--- config.mk ---
export PLATFORM = sky130hd
export DESIGN_NAME = errctl_tag_unit
export DESIGN_NICKNAME = d
export VERILOG_FILES = /design/src/rtl/ectl_pkg.sv /design/src/rtl/ectl_ctrl.sv /design/src/rtl/ectl_tagmem.sv /design/src/rtl/ectl_dispatch.sv /design/src/rtl/errctl_tag_unit.sv
export SDC_FILE = /design/constraint.sdc
export NUM_CORES = 2
export LEC_CHECK = 0
export BUFFER_PORTS_ARGS = -buffer_cell sky130_fd_sc_hd__buf_2
export CELL_PAD_IN_SITES_DETAIL_PLACEMENT = 2
export CELL_PAD_IN_SITES_GLOBAL_PLACEMENT = 2
export CORE_ASPECT_RATIO = 0.6
export CORE_MARGIN = 10
export CORE_UTILIZATION = 30
export CTS_CLUSTER_SIZE = 14
export DETAILED_ROUTE_END_ITERATION = 12
export PLACE_DENSITY_LB_ADDON = 0.25
export SYNTH_ARGS = -nofsm -noshare
export SYNTH_HDL_FRONTEND = slang
export SYNTH_SLANG_ARGS = --single-unit
export TNS_END_PERCENT = 100
--- constraint.sdc ---
create_clock -name clk -period 3.4 [get_ports clk]
set_input_delay 0.68 -clock clk [delete_from_list [all_inputs] [get_ports clk]]
set_output_delay 0.68 -clock clk [all_outputs]
set_load 0.005 [all_outputs]
--- src/rtl/ectl_pkg.sv ---
package ectl_pkg;
  localparam int unsigned REG_NUM_W   = 5;
  localparam int unsigned REG_SEL_W   = 3;
  localparam int unsigned OP_W        = 5;

  localparam logic [REG_NUM_W-1:0] ERRCTL_NUM = 5'd26;
  localparam logic [REG_NUM_W-1:0] TAGLO_NUM  = 5'd28;

  localparam int unsigned BIT_WAYSEL = 29;
  localparam int unsigned BIT_SCRAT  = 28;
  localparam int unsigned BIT_TAGEN  = 26;

  localparam logic [31:0] ERRCTL_KEEP = (32'd1 << BIT_WAYSEL) |
                                        (32'd1 << BIT_SCRAT)  |
                                        (32'd1 << BIT_TAGEN);
  localparam logic [63:0] TAGLO_NORMAL_MASK = 64'h0000_0000_FFFF_FCF6;
  localparam logic [31:0] INDEX_ADDR_MASK   = 32'h1FFF_FFFF;

  typedef enum logic [OP_W-1:0] {
    OP_LOAD_TAG  = 5'd5,
    OP_STORE_TAG = 5'd9
  } tag_op_e;

  function automatic logic tag_mode_of(input logic [31:0] ec);
    return ec[BIT_TAGEN] & ~ec[BIT_WAYSEL] & ~ec[BIT_SCRAT];
  endfunction
endpackage

--- src/rtl/ectl_ctrl.sv ---
module ectl_ctrl
  import ectl_pkg::*;
#(
  parameter bit TAG_PRESENT = 1'b1
) (
  input  logic                 clk,
  input  logic                 rst_n,
  input  logic                 reg_wr,
  input  logic                 reg_rd,
  input  logic [REG_NUM_W-1:0] reg_num,
  input  logic [REG_SEL_W-1:0] reg_sel,
  input  logic [31:0]          wdata,
  output logic [31:0]          errctl_q,
  output logic                 mode_q,
  output logic                 mode_eff,
  output logic                 illegal_q
);
  logic        hit;
  logic        wr_ok;
  logic        bad_sel;
  logic [31:0] field_next;
  logic        mode_next;

  assign hit     = (reg_num == ERRCTL_NUM);
  assign wr_ok   = reg_wr && hit && (reg_sel == '0);
  assign bad_sel = (reg_wr || reg_rd) && hit && (reg_sel != '0);

  generate
    if (TAG_PRESENT) begin : g_with_tags
      assign field_next = wdata & ERRCTL_KEEP;
    end else begin : g_no_tags
      assign field_next = wdata & ERRCTL_KEEP & ~(32'd1 << BIT_TAGEN);
    end
  endgenerate

  assign mode_next = tag_mode_of(field_next);
  assign mode_eff  = wr_ok ? mode_next : mode_q;

  always_ff @(posedge clk or negedge rst_n) begin
    if (!rst_n) begin
      errctl_q  <= '0;
      mode_q    <= 1'b0;
      illegal_q <= 1'b0;
    end else begin
      illegal_q <= bad_sel;
      if (wr_ok) begin
        errctl_q <= field_next;
        mode_q   <= mode_next;
      end
    end
  end
endmodule

--- src/rtl/ectl_tagmem.sv ---
module ectl_tagmem #(
  parameter int unsigned ENTRIES     = 16,
  parameter int unsigned DATA_W      = 64,
  parameter logic [63:0] TAG_RO_MASK = 64'hFF,
  localparam int unsigned IDX_W      = $clog2(ENTRIES)
) (
  input  logic              clk,
  input  logic              rst_n,
  input  logic              st_en,
  input  logic              ld_en,
  input  logic [IDX_W-1:0]  idx,
  input  logic [DATA_W-1:0] st_data,
  output logic [DATA_W-1:0] ld_data
);
  logic [DATA_W-1:0] entry_q [ENTRIES];
  logic [DATA_W-1:0] ro_bits;

  assign ro_bits = TAG_RO_MASK[DATA_W-1:0];

  for (genvar e = 0; e < ENTRIES; e++) begin : g_entry
    always_ff @(posedge clk or negedge rst_n) begin
      if (!rst_n) begin
        entry_q[e] <= '0;
      end else if (st_en && (idx == IDX_W'(e))) begin
        entry_q[e] <= (entry_q[e] & ro_bits) | (st_data & ~ro_bits);
      end
    end
  end

  always_ff @(posedge clk or negedge rst_n) begin
    if (!rst_n) begin
      ld_data <= '0;
    end else if (ld_en) begin
      ld_data <= entry_q[idx];
    end
  end
endmodule

--- src/rtl/ectl_dispatch.sv ---
module ectl_dispatch
  import ectl_pkg::*;
#(
  parameter int unsigned ADDR_W  = 32,
  parameter int unsigned ENTRIES = 16,
  localparam int unsigned IDX_W  = $clog2(ENTRIES)
) (
  input  logic              clk,
  input  logic              rst_n,
  input  logic              mode_eff,
  input  logic              cop_valid,
  output logic              cop_ready,
  input  logic [OP_W-1:0]   cop_code,
  input  logic [ADDR_W-1:0] cop_addr,
  output logic              st_en,
  output logic              ld_en,
  output logic              ld_pend_q,
  output logic [IDX_W-1:0]  idx
);
  logic              take;
  logic              act;
  logic [ADDR_W-1:0] masked;

  assign cop_ready = ~ld_pend_q;
  assign take      = cop_valid & cop_ready;
  assign act       = take & mode_eff;
  assign st_en     = act & (cop_code == OP_STORE_TAG);
  assign ld_en     = act & (cop_code == OP_LOAD_TAG);
  assign masked    = cop_addr & ADDR_W'(INDEX_ADDR_MASK);
  assign idx       = masked[3 +: IDX_W];

  logic unused_addr_bits;
  assign unused_addr_bits = ^{masked[ADDR_W-1:3+IDX_W], masked[2:0]};

  always_ff @(posedge clk or negedge rst_n) begin
    if (!rst_n) ld_pend_q <= 1'b0;
    else        ld_pend_q <= ld_en;
  end
endmodule

--- src/rtl/errctl_tag_unit.sv ---
module errctl_tag_unit
  import ectl_pkg::*;
#(
  parameter bit          TAG_PRESENT = 1'b1,
  parameter int unsigned ENTRIES     = 16,
  parameter int unsigned ADDR_W      = 32,
  parameter logic [63:0] TAG_RO_MASK = 64'hFF
) (
  input  logic          clk,
  input  logic          rst_n,
  input  logic          reg_wr,
  input  logic          reg_rd,
  input  logic [4:0]    reg_num,
  input  logic [2:0]    reg_sel,
  input  logic [63:0]   reg_wdata,
  output logic [63:0]   reg_rdata,
  output logic          illegal_sel,
  input  logic          cop_valid,
  output logic          cop_ready,
  input  logic [4:0]    cop_code,
  input  logic [ADDR_W-1:0] cop_addr
);
  localparam int unsigned IDX_W = $clog2(ENTRIES);

  logic [31:0]      errctl_q;
  logic             mode_q;
  logic             mode_eff;
  logic             st_en;
  logic             ld_en;
  logic             ld_pend_q;
  logic [IDX_W-1:0] idx;
  logic [63:0]      ld_data;
  logic [63:0]      taglo_q;
  logic             taglo_wr;

  logic unused_wdata_hi;
  assign unused_wdata_hi = ^reg_wdata[63:32];

  ectl_ctrl #(.TAG_PRESENT(TAG_PRESENT)) u_ctrl (
    .clk(clk), .rst_n(rst_n), .reg_wr(reg_wr), .reg_rd(reg_rd),
    .reg_num(reg_num), .reg_sel(reg_sel), .wdata(reg_wdata[31:0]),
    .errctl_q(errctl_q), .mode_q(mode_q), .mode_eff(mode_eff),
    .illegal_q(illegal_sel)
  );

  ectl_dispatch #(.ADDR_W(ADDR_W), .ENTRIES(ENTRIES)) u_disp (
    .clk(clk), .rst_n(rst_n), .mode_eff(mode_eff),
    .cop_valid(cop_valid), .cop_ready(cop_ready),
    .cop_code(cop_code), .cop_addr(cop_addr),
    .st_en(st_en), .ld_en(ld_en), .ld_pend_q(ld_pend_q), .idx(idx)
  );

  ectl_tagmem #(.ENTRIES(ENTRIES), .DATA_W(64), .TAG_RO_MASK(TAG_RO_MASK)) u_mem (
    .clk(clk), .rst_n(rst_n), .st_en(st_en), .ld_en(ld_en),
    .idx(idx), .st_data(taglo_q), .ld_data(ld_data)
  );

  assign taglo_wr = reg_wr && (reg_num == TAGLO_NUM) && (reg_sel == '0);

  // A finishing load-tag takes priority over a software write in the same edge.
  always_ff @(posedge clk or negedge rst_n) begin
    if (!rst_n) begin
      taglo_q <= '0;
    end else if (ld_pend_q) begin
      taglo_q <= ld_data;
    end else if (taglo_wr) begin
      taglo_q <= mode_q ? reg_wdata : (reg_wdata & TAGLO_NORMAL_MASK);
    end
  end

  always_comb begin
    reg_rdata = '0;
    if (reg_sel == '0) begin
      if (reg_num == ERRCTL_NUM)     reg_rdata = {32'd0, errctl_q};
      else if (reg_num == TAGLO_NUM) reg_rdata = taglo_q;
    end
  end
endmodule

==> results.md <==
Outcome:
- The flow ran to the end, and the final reports show no timing, DRC or antenna violations.

Routing:
- The detail route stage leaves a number of antenna-violating nets equal to 0.
- Across all layers, the routed design uses 26,820 vias.
- After detailed routing, the number of vias per cell comes to 5.162.
- The routed wirelength normalized by instance count is 27.63 microns.
- The first detailed-routing pass took 7 iterations.
- The remaining routing DRC violations is 0.
- The number of DRC markers after the initial detailed-route iteration is 1,686.
- For this block, the routed nets add up to 143,500 microns of wire.

Floorplan:
- The floorplan step set the die width to 525.6 microns.
- The effective utilization at floorplan is 0.3017.
- The height of the chip is 323.3 microns.
- The floorplan step defined a die boundary enclosing 169,900 sq um.
- The floorplan has 111 rows.
- The area of the core region is 152,500 sq um.
- The number of top-level design ports is 180.

Global routing:
- Entering global routing, the biggest net connects 85 pins.
- The first global-routing pass estimated 217,000 microns of wire.
- The initial antenna violation count is 5.
- The via count of the first global-routing pass came to 31,200.
- Summed over all layers, the global routing overflow is 0.
- The overall fraction of global-route tracks in use is 0.1681.

Pwr:
- Across the VDD grid, the largest voltage drop is 381.6 uV.
- The leakage power of the design is 25.96 nW.
- For this design the ratio of total power to cell area is 486.8 nW/um^2.
- The total chip power is 26.26 mW.

CTS:
- In this run the deepest clock path goes through 3 buffers.
- The library cell used as clock root buffer is sky130_fd_sc_hd__clkbuf_16.
- Clock-pin slew was measured on the worst setup and hold paths at 0.06 ns.
- The H-tree depth is 3.
- The CTS tree is done.
- The clock drives 1,022 sinks.
- In this run, post-CTS repair resized a total of 0 instances.
- In this run the post-CTS setup repair buffer count came out at 0.
- The latest clock arrival within the worst-skew pair is 0.74 ns.
- The number of clock buffers inserted by TritonCTS is 102.

Cells and area:
- The post-synthesis to final-layout area growth is 17.27%.
- The ratio of cells with drive above 1 in the final layout is 0.4373.
- Leaving out fill and tap cells, the most frequent cell in the layout is sky130_fd_sc_hd__dfrtp_1.
- The final net count is 3,182.
- In the layout the commonest cells are sky130_fd_sc_hd__dfrtp_1 (1,021), sky130_fd_sc_hd__mux2_2 (627), sky130_fd_sc_hd__mux2_1 (328).

Synthesis:
- The combined area of all synthesized cells is 46,010 sq um.
- Synthesis produced 2,903 cells.
- For this run, asynchronously set or reset flops after synthesis account for 1.000.
- The number of nets handed over by synthesis was 3,017.
- The number of flops mapped to enable cells by yosys is 0.
- The flip-flop cell with the highest count after synthesis is sky130_fd_sc_hd__dfrtp_1.
- Synthesis instantiated 38 different standard cells from the library.
- The post-synthesis average cell area is 15.85 sq um.
- The synthesized design contains 1,022 register bits.
- Of the synthesized area, sequential elements account for 0.5559.
- The count of warnings emitted by yosys is 0.

Critical path:
- The endpoint identified for the worst register-to-register timing path is u_mem.entry_q[170].
- For the worst setup path, the data arrival time is 2.39 ns.
- The worst setup path is captured at an output pin.
- The startpoint type of the worst setup path is a primary input.
- Along the worst path, the maximum fanout reaches 21.
- The worst register-to-register path begins at u_disp.ld_pend_q.
- Across all register-to-register paths, the minimum setup slack is 0.70 ns.
- The count of cells along the worst register-to-register path is 6.
- The required time of the critical path is 2.72 ns.
- The worst setup path is of the in -> out kind.

Timing:
- The max-slew headroom at the worst pin is 0.3439.
- The minimum period implied by the final worst setup slack is 3.070 ns.
- The measured slew at the worst slew-check pin is 0.9820 ns.
- Dividing the final minimum period by the clock period gives 0.9028.
- The final count of pins violating max slew is 0.
- The maximum clock rate is 325.8 MHz.
- The worst hold slack after final layout is 0.1778 ns.
- The count of final setup violators is 0.
- For the final routed database, the setup TNS stands at 0 ns.
- Setup repair after global routing left no endpoint under its margin.
- The count of endpoints failing hold in the final timing report came to 0.
- For the final database, setup skew stands at 0.04559 ns.

Placement:
- The HPWL after detailed placement is 91,310 microns.
- Input and output buffers added on the ports amount to 151.
- Routability-driven placement finished with a final weighted congestion of 0.7298.

Run:
- The reported max-cap violation count is 0.

Hold path:
- For hold timing, the worst endpoint is taglo_q[0].
- Along the worst hold path, the cell count comes to 2.
- The worst hold path class is in -> reg.
- In this run the most critical hold path is launched from reg_wdata[0].
metrics by stage:
stage	cells	instance area, sq um	utilization	worst slack [ns]
6_report	5196	53950	0.3538	0.3304
2_1_floorplan	2903	46010	-	0.6453
3_3_place_gp	4997	50310	0.3299	0.07922
4_1_cts	5190	53940	0.3537	0.2241
3_5_place_dp	4997	50310	0.3299	0.1067
5_1_grt	5190	53940	0.3537	0.2040
Yosys cell counts, types with 2 or more instances:
cell type                      n  area, sq um
sky130_fd_sc_hd__dfrtp_1    1022        25570
sky130_fd_sc_hd__mux2_2      627         7061
sky130_fd_sc_hd__mux2_1      328         3694
sky130_fd_sc_hd__mux4_2      224         5045
sky130_fd_sc_hd__clkbuf_1    124        465.5
sky130_fd_sc_hd__a22oi_1     112        840.8
sky130_fd_sc_hd__and2_1       93        581.8
sky130_fd_sc_hd__nand2_1      87        326.6
sky130_fd_sc_hd__buf_4        44        330.3
sky130_fd_sc_hd__buf_6        42        473.0
sky130_fd_sc_hd__a221o_1      34        340.3
sky130_fd_sc_hd__buf_2        31        155.2
sky130_fd_sc_hd__buf_1        22        82.58
sky130_fd_sc_hd__mux2i_1      22        220.2
sky130_fd_sc_hd__o21ai_0      22        110.1
sky130_fd_sc_hd__a2111oi_2     8        120.1
sky130_fd_sc_hd__a2111oi_4     8        220.2
sky130_fd_sc_hd__nand3_1       8        40.04
sky130_fd_sc_hd__a21oi_1       7        35.03
sky130_fd_sc_hd__a22o_1        5        43.79
sky130_fd_sc_hd__nor2b_1       5        31.28
sky130_fd_sc_hd__inv_1         4        15.01
sky130_fd_sc_hd__and2_0        3        18.77
sky130_fd_sc_hd__nor3_1        3        15.01
sky130_fd_sc_hd__and3_1        2        12.51
sky130_fd_sc_hd__nand2b_1      2        12.51
sky130_fd_sc_hd__nand4_1       2        12.51
sky130_fd_sc_hd__nor2_1        2        7.510
state kept, by name, summed over array words and instances (netlist names):
name              flops
u_mem.ld_data        56
u_mem.entry_q       896
taglo_q              64
u_ctrl.illegal_q      1
u_disp.ld_pend_q      1
u_ctrl.errctl_q       3
u_ctrl.mode_q         1
routing by layer:
metal / share of wire / GRT usage
met1: 0.48 / 0.2391
met2: 0.46 / 0.2675
met3: 0.033 / 0.02449
met4: 0.027 / 0.04680
met5: 0 / 0
timing repair:
action | 4_1_cts | 5_1_grt
endpoints found under the hold margin | 47 | 0
hold buffers | 1 | 0
setup endpoints to repair | 0 | 0
final cells by class:
| type | instances | area [sq um] |
|---|---|---|
| clock buffer | 148 | 3005 |
| tap | 2034 | 2545 |
| clock inverter | 44 | 609.3 |
| sequential | 1022 | 25580 |
| inverter | 4 | 15.01 |
| multi-input combinational | 1614 | 19070 |
| fill | 15022 | 98540 |
| timing repair buffer | 324 | 3113 |
| antenna | 6 | 15.01 |
worst max path at each step:
stage                       start            endpoint  slack, ns  cells past startpoint
floorplan                  reg_wr  u_mem.entry_q[602]       0.65                      8
CTS                    reg_num[0]       reg_rdata[15]       0.22                      7
detailed placement  reg_wdata[29]   u_mem.ld_data[46]       0.11                      7
finish                 reg_num[0]       reg_rdata[15]       0.33                      7
global placement    reg_wdata[26]   u_mem.ld_data[37]       0.08                      7
global route           reg_num[0]       reg_rdata[15]       0.20                      7
worst max-delay path, cell delays in order:
cell and delay (ns):
sky130_fd_sc_hd__buf_2 0.09, sky130_fd_sc_hd__and3b_1 0.44, sky130_fd_sc_hd__buf_4 0.23, sky130_fd_sc_hd__and3_4 0.24, sky130_fd_sc_hd__buf_4 0.31, sky130_fd_sc_hd__and2_1 0.24, sky130_fd_sc_hd__buf_2 0.15
report_power, final:
| group | total (mW) | leakage, nW | switching, mW | internal (mW) |
|---|---|---|---|---|
| clock network | 12.2 | 1.79 | 5.22 | 7.02 |
| registers | 12.8 | 14.2 | 0.463 | 12.4 |
| logic | 1.21 | 9.97 | 0.742 | 0.465 |
| total | 26.3 | 26.0 | 6.43 | 19.8 |
cells by family (layout without fill, tap and decap cells):
| logic type | after synthesis | count (layout) | share of synthesized area |
|---|---|---|---|
| other | 0 | 6 | 0 |
| AO/OA/AOI/OAI | 198 | 198 | 0.03750 |
| buffers and inverters | 267 | 520 | 0.03307 |
| AND/OR/NAND/NOR | 215 | 215 | 0.02535 |
| multiplexers | 1201 | 1201 | 0.3482 |
| flip-flops | 1022 | 1022 | 0.5559 |
(Power assumes the default switching activity.)
